**config.mk**
```make
export PLATFORM = sky130hd
export DESIGN_NAME = readout_seq
export DESIGN_NICKNAME = d
export VERILOG_FILES = /design/src/rtl/rsq_pkg.sv /design/src/rtl/rsq_snapshot.sv /design/src/rtl/rsq_fsm.sv /design/src/rtl/rsq_wordmux.sv /design/src/rtl/readout_seq.sv
export SDC_FILE = /design/constraint.sdc
export NUM_CORES = 1
export LEC_CHECK = 0
export ABC_AREA = 1
export BUFFER_PORTS_ARGS = -buffer_cell sky130_fd_sc_hd__buf_4
export CORE_ASPECT_RATIO = 1.75
export CORE_MARGIN = 4
export CORE_UTILIZATION = 48
export CTS_CLUSTER_DIAMETER = 60
export DETAILED_ROUTE_END_ITERATION = 12
export GPL_TIMING_DRIVEN = 1
export PLACE_DENSITY_LB_ADDON = 0.08
export SLEW_MARGIN = 30
export SYNTH_ARGS = -nofsm -noshare
export SYNTH_HDL_FRONTEND = slang
export SYNTH_SLANG_ARGS = --single-unit
```
**constraint.sdc**
```tcl
create_clock -name clk -period 3.6 [get_ports clk]
set_input_delay 0.54 -clock clk [delete_from_list [all_inputs] [get_ports clk]]
set_output_delay 0.54 -clock clk [all_outputs]
set_load 0.01 [all_outputs]
```
**src/rtl/rsq_pkg.sv**
```systemverilog
package rsq_pkg;
  localparam int WORD_W = 20;
  localparam int HDR0_W = 8;
  localparam int HOST_W = 16;
  localparam int EVT_W  = 8;
  localparam int STAT_W = 8;
  localparam int LO_W   = 16;
  localparam logic [3:0] EOE_MARK = 4'b1010;

  typedef enum logic [3:0] {
    S_IDLE, S_HDR0, S_HDR1, S_CHAIN,
    S_LOC0, S_LOC1, S_LOC2, S_LOC3,
    S_TRL0, S_TRL1, S_EOE
  } seq_state_t;

  function automatic logic is_word_state(input seq_state_t s);
    return !(s == S_IDLE || s == S_CHAIN || s == S_EOE);
  endfunction

  function automatic logic is_local_state(input seq_state_t s);
    return (s == S_LOC0 || s == S_LOC1 || s == S_LOC2 || s == S_LOC3);
  endfunction
endpackage

```
**src/rtl/rsq_snapshot.sv**
```systemverilog
module rsq_snapshot #(
  parameter int LINE_W = 17,
  parameter int NGRP   = 2
) (
  input  logic                         clk,
  input  logic                         rst_n,
  input  logic                         capture,
  input  logic                         freeze,
  input  logic [NGRP-1:0][LINE_W-1:0]  lines_in,
  output logic [NGRP-1:0][LINE_W-1:0]  lines_q
);
  generate
    for (genvar g = 0; g < NGRP; g++) begin : g_grp
      always_ff @(posedge clk) begin
        if (!rst_n)
          lines_q[g] <= '0;
        else if (capture && !freeze)
          lines_q[g] <= lines_in[g];
      end
    end
  endgenerate
endmodule

```
**src/rtl/rsq_fsm.sv**
```systemverilog
module rsq_fsm
  import rsq_pkg::*;
(
  input  logic       clk,
  input  logic       rst_n,
  input  logic       xport_req,
  input  logic       chain_ret,
  input  logic       out_ready,
  output seq_state_t state,
  output logic       word_valid,
  output logic       chain_go
);
  seq_state_t nxt;
  logic fire;

  assign word_valid = is_word_state(state);
  assign chain_go   = (state == S_CHAIN);
  assign fire       = word_valid && out_ready;

  always_comb begin
    nxt = state;
    unique case (state)
      S_IDLE:  if (xport_req) nxt = S_HDR0;
      S_HDR0:  if (fire) nxt = S_HDR1;
      S_HDR1:  if (fire) nxt = S_CHAIN;
      S_CHAIN: if (chain_ret) nxt = S_LOC0;
      S_LOC0:  if (fire) nxt = S_LOC1;
      S_LOC1:  if (fire) nxt = S_LOC2;
      S_LOC2:  if (fire) nxt = S_LOC3;
      S_LOC3:  if (fire) nxt = S_TRL0;
      S_TRL0:  if (fire) nxt = S_TRL1;
      S_TRL1:  if (fire) nxt = S_EOE;
      S_EOE:   nxt = S_IDLE;
      default: nxt = S_IDLE;
    endcase
  end

  always_ff @(posedge clk) begin
    if (!rst_n) state <= S_IDLE;
    else        state <= nxt;
  end


  start_on_req_chk: assert property (@(posedge clk) disable iff (!rst_n)
    (state == S_IDLE && xport_req) |=> (state == S_HDR0));


  chain_exit_chk: assert property (@(posedge clk) disable iff (!rst_n)
    (chain_go && chain_ret) |=> (state == S_LOC0));


  eoe_to_idle_chk: assert property (@(posedge clk) disable iff (!rst_n)
    (state == S_EOE) |=> (state == S_IDLE));


  no_restart_chk: assert property (@(posedge clk) disable iff (!rst_n)
    (state != S_IDLE && state != S_HDR0 && xport_req) |=> (state != S_HDR0));
endmodule

```
**src/rtl/rsq_wordmux.sv**
```systemverilog
module rsq_wordmux
  import rsq_pkg::*;
#(
  parameter int LINE_W = 17,
  parameter int NGRP   = 2
) (
  input  seq_state_t                   state,
  input  logic [HDR0_W-1:0]            hdr0_byte,
  input  logic [HOST_W-1:0]            hdr1_word,
  input  logic [HOST_W-1:0]            trl0_word,
  input  logic [EVT_W-1:0]             evt_num,
  input  logic [STAT_W-1:0]            stat_bits,
  input  logic [NGRP-1:0][LINE_W-1:0]  snap,
  output logic [WORD_W-1:0]            word
);
  localparam int HI_W = LINE_W - LO_W;
  localparam int NLOC = 2 * NGRP;

  logic [NLOC-1:0][WORD_W-1:0] loc;

  generate
    for (genvar g = 0; g < NGRP; g++) begin : g_loc
      always_comb begin
        loc[2*g]                 = '0;
        loc[2*g][LO_W-1:0]       = snap[g][LO_W-1:0];
        loc[2*g+1]               = '0;
        loc[2*g+1][HI_W-1:0]     = snap[g][LINE_W-1:LO_W];
      end
    end
  endgenerate

  always_comb begin
    word = '0;
    unique case (state)
      S_HDR0: word[HDR0_W-1:0] = hdr0_byte;
      S_HDR1: word[HOST_W-1:0] = hdr1_word;
      S_LOC0: word = loc[0];
      S_LOC1: word = loc[1];
      S_LOC2: word = loc[2];
      S_LOC3: word = loc[3];
      S_TRL0: word[HOST_W-1:0] = trl0_word;
      S_TRL1: word = {EOE_MARK, stat_bits, evt_num};
      default: word = '0;
    endcase
  end
endmodule

```
**src/rtl/readout_seq.sv**
```systemverilog
module readout_seq
  import rsq_pkg::*;
#(
  parameter int LINE_W = 17
) (
  input  logic              clk,
  input  logic              rst_n,
  input  logic              xport_req,
  input  logic              capture,
  input  logic [LINE_W-1:0] glob_in,
  input  logic [LINE_W-1:0] pio_in,
  input  logic [7:0]        hdr0_byte,
  input  logic [15:0]       hdr1_word,
  input  logic [15:0]       trl0_word,
  input  logic [7:0]        evt_num,
  input  logic [7:0]        stat_bits,
  output logic              chain_go,
  input  logic              chain_ret,
  output logic              out_valid,
  input  logic              out_ready,
  output logic [19:0]       out_data
);
  localparam int NGRP = 2;

  seq_state_t                  state;
  logic [NGRP-1:0][LINE_W-1:0] lines_in, snap;
  logic                        freeze;

  assign lines_in[0] = glob_in;
  assign lines_in[1] = pio_in;
  assign freeze      = is_local_state(state);

  rsq_fsm u_fsm (
    .clk(clk), .rst_n(rst_n), .xport_req(xport_req), .chain_ret(chain_ret),
    .out_ready(out_ready), .state(state), .word_valid(out_valid),
    .chain_go(chain_go)
  );

  rsq_snapshot #(.LINE_W(LINE_W), .NGRP(NGRP)) u_snap (
    .clk(clk), .rst_n(rst_n), .capture(capture), .freeze(freeze),
    .lines_in(lines_in), .lines_q(snap)
  );

  rsq_wordmux #(.LINE_W(LINE_W), .NGRP(NGRP)) u_mux (
    .state(state), .hdr0_byte(hdr0_byte), .hdr1_word(hdr1_word),
    .trl0_word(trl0_word), .evt_num(evt_num), .stat_bits(stat_bits),
    .snap(snap), .word(out_data)
  );


  hold_stable_chk: assert property (@(posedge clk) disable iff (!rst_n)
    (out_valid && !out_ready) |=> (out_valid && $stable(out_data)));


  chain_quiet_chk: assert property (@(posedge clk) disable iff (!rst_n)
    chain_go |-> !out_valid);


  trailer_mark_chk: assert property (@(posedge clk) disable iff (!rst_n)
    (state == S_TRL1) |-> (out_valid && out_data[19:16] == 4'b1010));


  snap_frozen_chk: assert property (@(posedge clk) disable iff (!rst_n)
    (freeze && out_valid) |=> $stable(snap));
endmodule

```
==> summary.md, run 1 <==
| Metric | Value |
|---|---|
| Grt total ovfl | 0 |
| Largest delay share family, worst path | simple AND/OR/NAND/NOR gates |
| CTS Buf Count | 5 |
| CTS tree | done |
| Nets | around 550 |
| Initial DRC count | 78 |
| Slew Limit Fails | 0 |
| Post-detailed-route DRC marker count | 0 |
| Gate Count Post-Synth | around 350 |
| DP Wirelength | approximately 5400 microns |
| GRT Util Overall | between 20% and 30% |
| Crit-path slowest cell | nor2_2 |
| Post-synthesis register bit count | 38 |
| Clock buffer depth | 2 |
| WP data arrival | slightly below 2 ns |
| Ratio of final minimum period to clock period | about 70% |
| DIE WIDTH | 58.3 microns |
| Most frequent CP cell | nand2_1 |
| # H-tree levels | 2 |
| Cell Rows | 31 |
| VDD IR max | 0.454 mV |
| Final Setup Violations | 0 |
| Total Wirelength | between 7000 and 8000 microns |
| Slew HR | between 50 and 60% |
| Most frequent cells in the layout | 116 x buf_4, 110 x nand2_1, 79 x nor2_1 |
| Post CTS Setup Buffer Count | 0 |
| RSZ-0062 raised after global routing | no |
| Clock-pin slew on the worst setup and hold paths | 0.08 ns |
| Final ANT Viol Nets | 0 |
| Worst-path cell chain | inv_2 > nand2_1 > nor2_2 > nand2_1 > nand2_1 > a21oi_1 > nand3_1 > buf_4 |
| Initial antenna violation count | 0 |
| Die Y | ~96 microns |
| F_max | 403 MHz |
| First-pass GRT wire length | 10,900 microns |
| Crit path launch type | flip-flop |
| Total iterations of the first detailed-routing run | 5 |
| Status | finished clean |
| Vias post-DR | approximately 2.6k |
| WL per Instance | 14.1 microns |
| Layout area overhead | 43.2% |
| Worst reg-to-reg path cell count | 7 |
| Path type of the worst setup path | flip-flop to output port |
| Unique masters post-synth | 21 |
| # diodes | 0 |
| Quantity of I/O buffers inserted on ports | ~120 |
| Final Hold Violating Endpoints | 0 |
| Initial core utilization | between 50% and 60% |
| Most common cell after layout, fill and taps aside | buf_4 |
| Worst-path fanout max | 16 |
| Later-pin clock latency in the skew report | between 0.2 and 0.3 ns |
| Required time of the critical path | between 3 and 4 ns |
| Pin count of the biggest net entering global routing | 39 |
| Hold Crit Class | flip-flop to flip-flop |
| Core area | roughly 0.0042 sq mm |
| Synthesized area per cell | 6.09 sq um |
| Crit path buffers/inverters | 2 |
| Final setup TNS | 0 ns |
| Leak | 1.56 nW |
| Stages on the worst setup path | 8 |
| Hold-critical path depth | 2 |
| CP peak stage delay | 0.56 ns |
| # clock sinks | 38 |
| Die ar. | about 0.0056 sq mm |
| Clock root buffer | clkbuf_8 |
| Slew @ Worst Pin | 0.726 ns |
| Power Dens Cells | between 500 and 600 mW/mm^2 |
| Minimum clock period | roughly 2.5 ns |
| Final GP Congestion | 0.824 |
| Sequential share of the synthesized area | around 36% |
| Post-CTS Resized | 0 |
| # hold bufs at CTS | 0 |
| I/O pins | roughly 120 |
| Number of global-route vias before repair | 2,423 |
| Max cap viols | 0 |
| Syn. warnings | 0 |
| Post-Synthesis Cell Area | between 0.002 and 0.0025 sq mm |
| CP endpoint kind | output port |
| Setup Skew | about 0.0027 ns |
| Fraction of layout cells with a size suffix above 1 | around 30% |
| Average vias per placed instance | about 5 |
| Final Total Pwr | between 0.0015 and 0.002 W |
-- final timing paths --
| path | from | end | slack [ns] |
|---|---|---|---|
| worst max-delay path | u_fsm.state[1] | out_data[11] | 1.12 |
| worst min-delay path | u_snap.lines_q[24] | u_snap.lines_q[24] | 0.49 |
| worst max register to register | u_fsm.state[3] | u_snap.lines_q[26] | 1.79 |
| worst min register to register | u_snap.lines_q[24] | u_snap.lines_q[24] | 0.49 |
-- logic make-up (layout without fill, tap and decap cells) --
logic type	count (synthesis)	after routing	synth area share, %
other	1	2	0.176
buffers and inverters	32	138	7.71
and+or+nand+nor	221	221	42.9
AOI/OAI and AO/OA	57	57	13.4
DFF	38	38	35.8
-- final cells by class --
class                   instances  area, sq um
multi-input cells             280         1210
fillers                       406         1180
repair buffers                116          871
flip-flops and latches         38          761
clock buffers                   6         82.6
well taps                      49         61.3
inverters                      14         52.6
clock inverters                 2         12.5
-- cells in the mapped netlist --
cell type	instances	share of area [%]
and2_1	1	0.29
nand2_1	110	19
nand2_4	1	0.53
o21ai_0	36	8.5
dfxtp_1	38	36
nand3_1	14	3.3
a21oi_1	21	4.9
clkbuf_1	6	1.1
conb_1	1	0.18
buf_6	3	1.6
inv_1	7	1.2
nor2_1	79	14
nand2_2	3	0.88
nand3b_1	1	0.35
nand4_1	8	2.4
nor3_4	1	0.76
inv_2	7	1.2
buf_4	4	1.4
nor2_2	2	0.59
nor2_4	1	0.53
buf_2	5	1.2
-- metal layers --
metal | vias to the layer above | global-route usage [%] | part of all wire [%]
li1 | 1316 | - | -
met1 | 1148 | 25.8 | 35
met2 | 82 | 49.7 | 58
met3 | 11 | 4.30 | 5.6
met4 | 0 | 10.3 | 2.1
met5 | - | 0 | 0
-- power breakdown --
| group | internal, W | switching [W] |
|---|---|---|
| Combinational | 0.000364 | 0.000490 |
| Sequential | 0.000496 | 0.0000584 |
| Clock | 0.000154 | 0.000151 |
-- worst min-delay path, stage by stage, from the launching register on --
cell and delay, ns:
dfxtp_1 0.33, nor2_1 0.05, nor2_1 0.08
-- flip-flops by register name, summed over array words and instances, names as in the netlist --
signal / cells
u_snap.lines_q: 34
u_fsm.state: 4
-- through the flow --
stage               utilization [%]  worst slack, ns  hold slack [ns]  instances  area [sq um]
floorplan                         -             1.89            0.455        350          2130
global placement               69.8             1.42            0.462        497          2950
detailed placement             69.8             1.42            0.472        497          2950
CTS                            72.1             1.10            0.490        505          3050
global route                   72.1            0.973            0.504        505          3050
finish                         72.1             1.12            0.486        505          3050
Power figures use the tool's default switching activity.
==> run 2: changes to the inputs <==
--- a/config.mk
+++ b/config.mk
@@ -5,11 +5,11 @@
 export SDC_FILE = /design/constraint.sdc
 export NUM_CORES = 1
 export LEC_CHECK = 0
-export ABC_AREA = 1
+export ABC_AREA = 0
 export BUFFER_PORTS_ARGS = -buffer_cell sky130_fd_sc_hd__buf_4
 export CORE_ASPECT_RATIO = 1.75
 export CORE_MARGIN = 4
-export CORE_UTILIZATION = 48
+export CORE_UTILIZATION = 47
 export CTS_CLUSTER_DIAMETER = 60
 export DETAILED_ROUTE_END_ITERATION = 12
 export GPL_TIMING_DRIVEN = 1
==> constraint.sdc (replaced) <==
create_clock -name clk -period 2.5 [get_ports clk]
set_input_delay 0.375 -clock clk [delete_from_list [all_inputs] [get_ports clk]]
set_output_delay 0.375 -clock clk [all_outputs]
set_load 0.01 [all_outputs]
==> run 2 against run 1 <==
Net effect: non-clock buffer count increased by 11; highest routed layer unchanged; cell count decreased by 8.3%; sequential share of layout area decreased by 2.8 points; synthesized cell count decreased by 13%; final area increased by 13%; largest cell class unchanged; global-route usage decreased by 2.6 points; critical path depth decreased by 3; routed wire length increased by 6.5%; via count increased by 1.1%; combinational power increased by 21%; sequential cell count unchanged; utilization decreased by 3.6 points.
==> summary.md, run 2 <==
| Metric | Value |
|---|---|
| Status | finished clean |
| Slew HR | 66.6% (+15 points) |
| Gate Count Post-Synth | 302 (-13%) |
| # diodes | 0 (unchanged) |
| Top cells by area, synth | dfxtp_1 31%, nand2_1 12%, a21boi_1 10%, a22oi_1 5.2%, a22o_1 4.7% |
| Minimum clock period | about 2.3 ns |
| WP data arrival | 1.94 ns (about the same) |
| Path type of the worst setup path | flip-flop to output port |
| Final Util | 68.4% (-3.6 points) |
| CTS Buf Count | 5 (unchanged) |
| Sw Share | 33.6% (-7.3 points) |
| Dpl cell area | 0.00327 sq mm (+11%) |
| First-pass GRT wire length | 11,800 microns (+7.7%) |
| VDD IR max | 0.479 mV (+5.6%) |
| Sequential share of the synthesized area | 31.2% (-4.6 points) |
| Main combinational cell family by area after synthesis | compound AO/OA/AOI/OAI gates |
| Initial DRC count | 129 (+65%) |
| Unique masters post-synth | 43 (+100%) |
| Post-detailed-route DRC marker count | 0 (unchanged) |
| Final Setup Violations | 0 (unchanged) |
| CTS tree | done |
| Most frequent cells after synthesis | 76 x nand2_1, 38 x dfxtp_1, 34 x a21boi_1 |
| Post-synthesis register bit count | 38 (unchanged) |
| Clock share of power | 26.4% (+8.6 points) |
| Compound-Gate Fraction of Synth Area | 30.8% (+17 points) |
| Sequential share of power | 30.0% (-2.3 points) |
| Final GP Congestion | 0.892 (+8.1%) |
| Max FFs per register | 34 (unchanged) |
| Later-pin clock latency in the skew report | 0.29 ns (about the same) |
| P_int | 0.00157 W (+55%) |
| Worst slack, placed | 0.403 ns (-1.02 ns) |
| Initial core utilization | 48.6% (-1.8 points) |
| Most common cell in the netlist | nand2_1 |
| Pin count of the biggest net entering global routing | 43 (+10%) |
| Combinational power share | 43.6% (-6.3 points) |
| Leak | 1.52 nW (-2.4%) |
| Total Wirelength | 7560 microns (+6.5%) |
| CP peak stage delay | 0.46 ns (-0.10 ns) |
| Syn. warnings | 0 (unchanged) |
| Fin worst setup slack | 0.186 ns (-0.932 ns) |
| Grt total ovfl | 0 (unchanged) |
| Total iterations of the first detailed-routing run | 6 (+1) |
| WL per Instance | 16.3 microns (+16%) |
| Hold Crit Class | primary input to flip-flop |
| DIE WIDTH | 62.4 microns (+7.1%) |
| Final instance area | 0.00344 sq mm (+13%) |
| Die ar. | 0.00645 sq mm (+15%) |
| Top_reg_cell synth | dfxtp_1 |
| Most frequent cells in the layout | 126 x buf_4, 76 x nand2_1, 38 x dfxtp_1 |
| Top reg by flops | u_snap.lines_q |
| Worst R2R End | u_snap.lines_q[21] |
| Ratio of final minimum period to clock period | ~93% |
| Post-Layout Cell Count | 463 (-8.3%) |
| Initial antenna violation count | 0 (unchanged) |
| Slew Limit Fails | 0 (unchanged) |
| I/O pins | 118 (unchanged) |
| Largest area contributor in the netlist | dfxtp_1 |
| Worst reg-to-reg path cell count | 6 (-1) |
| Critical R2R Launch | u_fsm.state[3] |
| Hold Path Sink | u_snap.lines_q[7] |
| # clock sinks | 38 (unchanged) |
| GRT Util Overall | 22.9% (-2.6 points) |
| Simple-gate area share of the yosys netlist | 23.5% (-19 points) |
| Clock root buffer | clkbuf_8 |
| Quantity of I/O buffers inserted on ports | 115 (unchanged) |
| Post-synth EDFFs | 0 (unchanged) |
| Fraction of layout cells with a size suffix above 1 | 37.7% (+7.2 points) |
| # H-tree levels | 2 (unchanged) |
| RSZ-0062 raised after global routing | no |
| Mux share of post-synthesis cell area | 6.47% (+6.5 points) |
| Clock-pin slew on the worst setup and hold paths | 0.08 ns (about the same) |
| Worst-path fanout max | 10 (-6) |
| Core area | 0.00502 sq mm (+19%) |
| Biggest regs | u_snap.lines_q: 34 flops, u_fsm.state: 4 flops |
| Layout area overhead | 41.0% |
| F_max | about 430 MHz |
| Required time of the critical path | 2.12 ns (-0.94 ns) |
| Synthesized area per cell | 8.07 sq um (+32%) |
| Vias post-DR | 2,586 (+1.1%) |
| Nets | 504 (-8.5%) |
| Largest delay share family, worst path | simple AND/OR/NAND/NOR gates |
| Power Dens Cells | 688 mW/mm^2 (+22%) |
| DP Wirelength | 5770 microns (+6.3%) |
| XOR/XNOR share of the synthesized area | 0.359% (+0.36 points) |
| Yosys top cell area share | 31.2% (-4.6 points) |
| Crit path buffers/inverters | 2 (unchanged) |
| Average vias per placed instance | 5.59 (+10%) |
| CP endpoint kind | output port |
| Slew @ Worst Pin | 0.498 ns (-0.228 ns) |
| Worst-path cell chain | buf_4 > nor3b_2 > a22oi_1 > o221ai_1 > buf_4 |
| Crit-path slowest cell | nor3b_2 |
| Cell Rows | 34 (+9.7%) |
| Final Hold Violating Endpoints | 0 (unchanged) |
| Most common cell after layout, fill and taps aside | buf_4 |
| Dpl cells | 453 (-8.9%) |
| Die Y | 103 microns (+7.5%) |
| Final setup TNS | 0 ns (unchanged) |
| Most frequent CP cell | buf_4 |
| R2R Setup Slk | 0.82 ns (-0.97 ns) |
| Number of global-route vias before repair | 2,506 (+3.4%) |
| Crit path launch type | flip-flop |
| Setup Skew | 0.00706 ns (+0.00435 ns) |
| Worst hold start | glob_in[7] |
| Hold-critical path depth | 3 (+1) |
| Fraction of registers with async set/reset | 0% (unchanged) |
| Post-Synthesis Cell Area | 0.00244 sq mm (+15%) |
| Final ANT Viol Nets | 0 (unchanged) |
| Sw Pwr | 0.000794 W (+13%) |
| Filler cells | 450 (+11%) |
| Max cap viols | 0 (unchanged) |
| Clock buffer depth | 2 (unchanged) |
| Synth Area in Adders | 0% (unchanged) |
[run 2: logic make-up after synthesis]
logic type	after synthesis
compound gates	100
other cells	1
buf+inv	30
xor+xnor	1
mux	12
simple gates	120
flops	38
[run 2: layer usage]
| metal | up-vias | GRT usage [%] | part of all wire, % |
|---|---|---|---|
| met3 | 13 | 4.86 | 7.3 |
| met1 | 1169 | 25.4 | 36 |
| li1 | 1294 | - | - |
| met4 | 0 | 8.33 | 2.4 |
| met5 | - | 0 | 0 |
| met2 | 110 | 43.0 | 54 |
[run 2: what timing repair did]
action / 4_1_cts / 5_1_grt
buffers inserted: 0 / 2
hold buffers: 0 / 0
endpoints found under the hold margin: 0 / 0
setup endpoints to repair: 0 / 12
resized for setup: 0 / 1
[run 2: per-stage QoR]
stage               hold WS (ns)  power (W)
floorplan                  0.432    0.00137
global placement           0.441    0.00173
detailed placement         0.445    0.00174
CTS                        0.317    0.00237
global route               0.329    0.00250
finish                     0.323    0.00237
[run 2: layout make-up]
| cell class | count | area, sq um | area share (%) |
|---|---|---|---|
| clock buffers | 5 | 68.8 | 2.00 |
| repair buffers | 127 | 966 | 28.1 |
| well taps | 54 | 67.6 | 1.97 |
| flip-flops and latches | 38 | 761 | 22.1 |
| clock inverters | 3 | 68.8 | 2.00 |
| multi-input cells | 235 | 1500 | 43.7 |
| inverters | 1 | 3.75 | 0.109 |
[run 2: worst max-delay path by stage]
stage | startpoint | to | slack (ns) | cells past startpoint
final | u_fsm.state[1] | out_data[7] | 0.19 | 5
after global placement | u_fsm.state[1] | out_data[12] | 0.45 | 5
after global routing | u_fsm.state[1] | out_data[7] | 0.02 | 5
after CTS | u_fsm.state[1] | out_data[8] | 0.07 | 5
after floorplan | u_fsm.state[2] | out_data[10] | 0.84 | 6
after detailed placement | u_fsm.state[1] | out_data[8] | 0.40 | 5
[run 2: worst reg2reg max path: stages (launching register included)]
cell	delay, ns
dfxtp_1	0.35
buf_4	0.24
nand2b_1	0.22
and2_1	0.23
buf_4	0.33
nand2_1	0.11
a21boi_1	0.13
[run 2: power by group through the flow]
stage	clock network [W]	logic [W]	registers (W)
floorplan	0	0.000670	0.000703
global placement	0	0.00101	0.000721
detailed placement	0	0.00102	0.000724
CTS	0.000635	0.00102	0.000709
global route	0.000655	0.00113	0.000718
finish	0.000623	0.00103	0.000710
==> run 3: changes to the inputs <==
--- a/config.mk
+++ b/config.mk
@@ -9,7 +9,7 @@
 export BUFFER_PORTS_ARGS = -buffer_cell sky130_fd_sc_hd__buf_4
 export CORE_ASPECT_RATIO = 1.75
 export CORE_MARGIN = 4
-export CORE_UTILIZATION = 47
+export CORE_UTILIZATION = 42
 export CTS_CLUSTER_DIAMETER = 60
 export DETAILED_ROUTE_END_ITERATION = 12
 export GPL_TIMING_DRIVEN = 1
==> constraint.sdc (replaced) <==
create_clock -name clk -period 2.1 [get_ports clk]
set_input_delay 0.315 -clock clk [delete_from_list [all_inputs] [get_ports clk]]
set_output_delay 0.315 -clock clk [all_outputs]
set_load 0.01 [all_outputs]
==> run 3 against run 2 <==
Net effect: power rose by 18%; sequential power is 22% higher; global-route usage decreased by 0.16 points; count of clock-buffer cells in the layout up 1; sequential share of layout area fell by 0.72 points; clock power fell by 16%; critical path depth is 1 higher; hold slack worse by 0.056 ns; first-iteration DRC count increased by 58%; utilization shrank 3.8 points; final area up 5.1%; critical path type unchanged.
==> summary.md, run 3 (synthesized netlist as in run 2, its figures left out) <==
| Metric | Value |
|---|---|
| CTS tree | done |
| Cell Rows | 36 (+5.9%) |
| Die ar. | 0.00713 sq mm (+11%) |
| Average vias per placed instance | 5.34 (-4.4%) |
| Worst-path fanout max | 10 (unchanged) |
| Minimum clock period | 2.03 ns |
| # clock sinks | 38 (unchanged) |
| # H-tree levels | 2 (unchanged) |
| F_max | roughly 500 MHz |
| Hold Crit Class | primary input to flip-flop |
| Max FFs per register | 34 (unchanged) |
| Quantity of I/O buffers inserted on ports | 115 (unchanged) |
| Leak | 1.58 nW (+3.8%) |
| Ratio of final minimum period to clock period | 96.7% |
| RSZ-0062 raised after global routing | yes |
| Path type of the worst setup path | flip-flop to output port |
| Most common cell after layout, fill and taps aside | buf_4 |
| Crit path launch type | flip-flop |
| Filler cells | 544 (+21%) |
| Required time of the critical path | 1.78 ns (-0.34 ns) |
| Setup Skew | 0.00410 ns (-0.00296 ns) |
| Nets | 514 (+2.0%) |
| CP peak stage delay | 0.37 ns (-0.09 ns) |
| Initial DRC count | 204 (+58%) |
| Max cap viols | 0 (unchanged) |
| Clock root buffer | clkbuf_8 |
| Post-Layout Cell Count | 495 (+6.9%) |
| Crit path buffers/inverters | 2 (unchanged) |
| Total Wirelength | 8150 microns (+7.7%) |
| Worst-path cell chain | buf_12 > nor2b_4 > a22o_1 > a222oi_1 > o21ai_1 > buf_4 |
| CTS Buf Count | 5 (unchanged) |
| Final Setup Violations | 0 (unchanged) |
| Later-pin clock latency in the skew report | 0.29 ns (about the same) |
| Power Dens Cells | 772 mW/mm^2 (+12%) |
| Crit-path slowest cell | dfxtp_4 |
| Origin of the worst setup path | u_fsm.state[1] |
| Grt total ovfl | 0 (unchanged) |
| DP Wirelength | 6070 microns (+5.1%) |
| Vias post-DR | 2,642 (+2.2%) |
| GRT Util Overall | 22.8% (-0.16 points) |
| WL per Instance | 16.5 microns (+0.75%) |
| VDD IR max | 0.463 mV (-3.3%) |
| Worst hold start | pio_in[4] |
| Final ANT Viol Nets | 0 (unchanged) |
| Clock buffer depth | 2 (unchanged) |
| Post-detailed-route DRC marker count | 0 (unchanged) |
| Initial antenna violation count | 0 (unchanged) |
| Fraction of layout cells with a size suffix above 1 | 40.6% (+2.9 points) |
| Number of global-route vias before repair | 2,606 (+4.0%) |
| # diodes | 0 (unchanged) |
| Die Y | 109 microns (+5.3%) |
| I/O pins | 118 (unchanged) |
| Top reg by flops | u_snap.lines_q |
| Biggest regs | u_snap.lines_q: 34 flops, u_fsm.state: 4 flops |
| Status | finished clean |
| Final Total Pwr | 0.00279 W (+18%) |
| CP endpoint kind | output port |
| # hold bufs at CTS | 0 (unchanged) |
| WP data arrival | 1.72 ns (-0.22 ns) |
| Total iterations of the first detailed-routing run | 4 (-2) |
| Final Hold Violating Endpoints | 0 (unchanged) |
| Critical R2R Launch | u_fsm.state[2] |
| Final GP Congestion | 0.885 (-0.74%) |
| DIE WIDTH | 65.6 microns (+5.0%) |
| Pin count of the biggest net entering global routing | 43 (unchanged) |
| First-pass GRT wire length | 12,500 microns (+6.6%) |
| Initial core utilization | 43.6% (-4.9 points) |
| Clock-pin slew on the worst setup and hold paths | 0.08 ns (about the same) |
| Most frequent cells in the layout | 130 x buf_4, 76 x nand2_1, 34 x a21boi_1, 34 x dfxtp_1, 19 x o21ai_1 |
| Largest delay share family, worst path | compound AO/OA/AOI/OAI gates |
| Dpl cells | 477 (+5.3%) |
| Layout area overhead | 48.1% |
| Core area | 0.00559 sq mm (+11%) |
| Slew Limit Fails | 0 (unchanged) |
run 3: changes by cell type in the layout (fill, tap and decap cells not counted), sizes merged:
cell,delta
clkbuf,+2
clkinvlp,+1
bufinv,-2
buf,+8
bufbuf,+1
run 3: routing by layer:
metal,vias up,global-route usage (%),wire [microns]
met4,0,9.35,196
met5,-,0,0
li1,1307,-,-
met2,119,41.6,4320
met1,1204,25.4,3030
met3,12,4.02,600
run 3: worst register-to-register path: stages (launching register included):
cell and delay (ns):
dfxtp_4 0.38, clkbuf_16 0.17, nand2b_1 0.13, nand2_1 0.36
buf_12 0.22, nand2_1 0.07, a21boi_1 0.15
run 3: final cells by class:
cell class                 instances  area (sq um)  share of cell area (%)
tap                               76          95.1                    2.63
multi-input combinational        235          1520                    42.0
clock inverter                     2          12.5                   0.347
clock buffer                       6          82.6                    2.29
timing repair buffer             137          1120                    31.2
inverter                           1          3.75                   0.104
sequential                        38           773                    21.4
run 3: repair_timing:
action	CTS	global route
pin swaps	0	8
setup buffers	0	8
setup endpoints to repair	16	12
gates cloned	1	1
gates resized for setup	7	6
run 3: power by group:
| group | switching [W] | total [W] | leakage [nW] | internal (W) |
|---|---|---|---|---|
| Combinational | 0.000648 | 0.00139 | 1.22 | 0.000744 |
| Sequential | 0.0000747 | 0.000869 | 0.316 | 0.000795 |
| Clock | 0.000261 | 0.000524 | 0.0472 | 0.000264 |
| Total | 0.000984 | 0.00279 | 1.58 | 0.00180 |
run 3: through the flow:
stage | TNS [ns] | hold slack [ns] | instance area [sq um] | setup WS (ns) | util, %
floorplan | 0 | 0.432 | 2440 | 0.501 | -
global placement | 0 | 0.440 | 3360 | 0.124 | 60.2
detailed placement | 0 | 0.446 | 3360 | 0.0741 | 60.2
CTS | 0 | 0.255 | 3500 | 0.000174 | 62.7
global route | -0.0695 | 0.260 | 3610 | -0.0292 | 64.6
finish | 0 | 0.267 | 3610 | 0.0692 | 64.6
run 3: path summary, 6_finish.rpt:
check / to / slack (ns) / cells past startpoint
hold / removal: u_snap.lines_q[21] / 0.27 / 3
setup reg to reg: u_snap.lines_q[0] / 0.55 / 6
hold reg to reg: u_snap.lines_q[14] / 0.46 / 2
setup / recovery: out_data[4] / 0.07 / 6
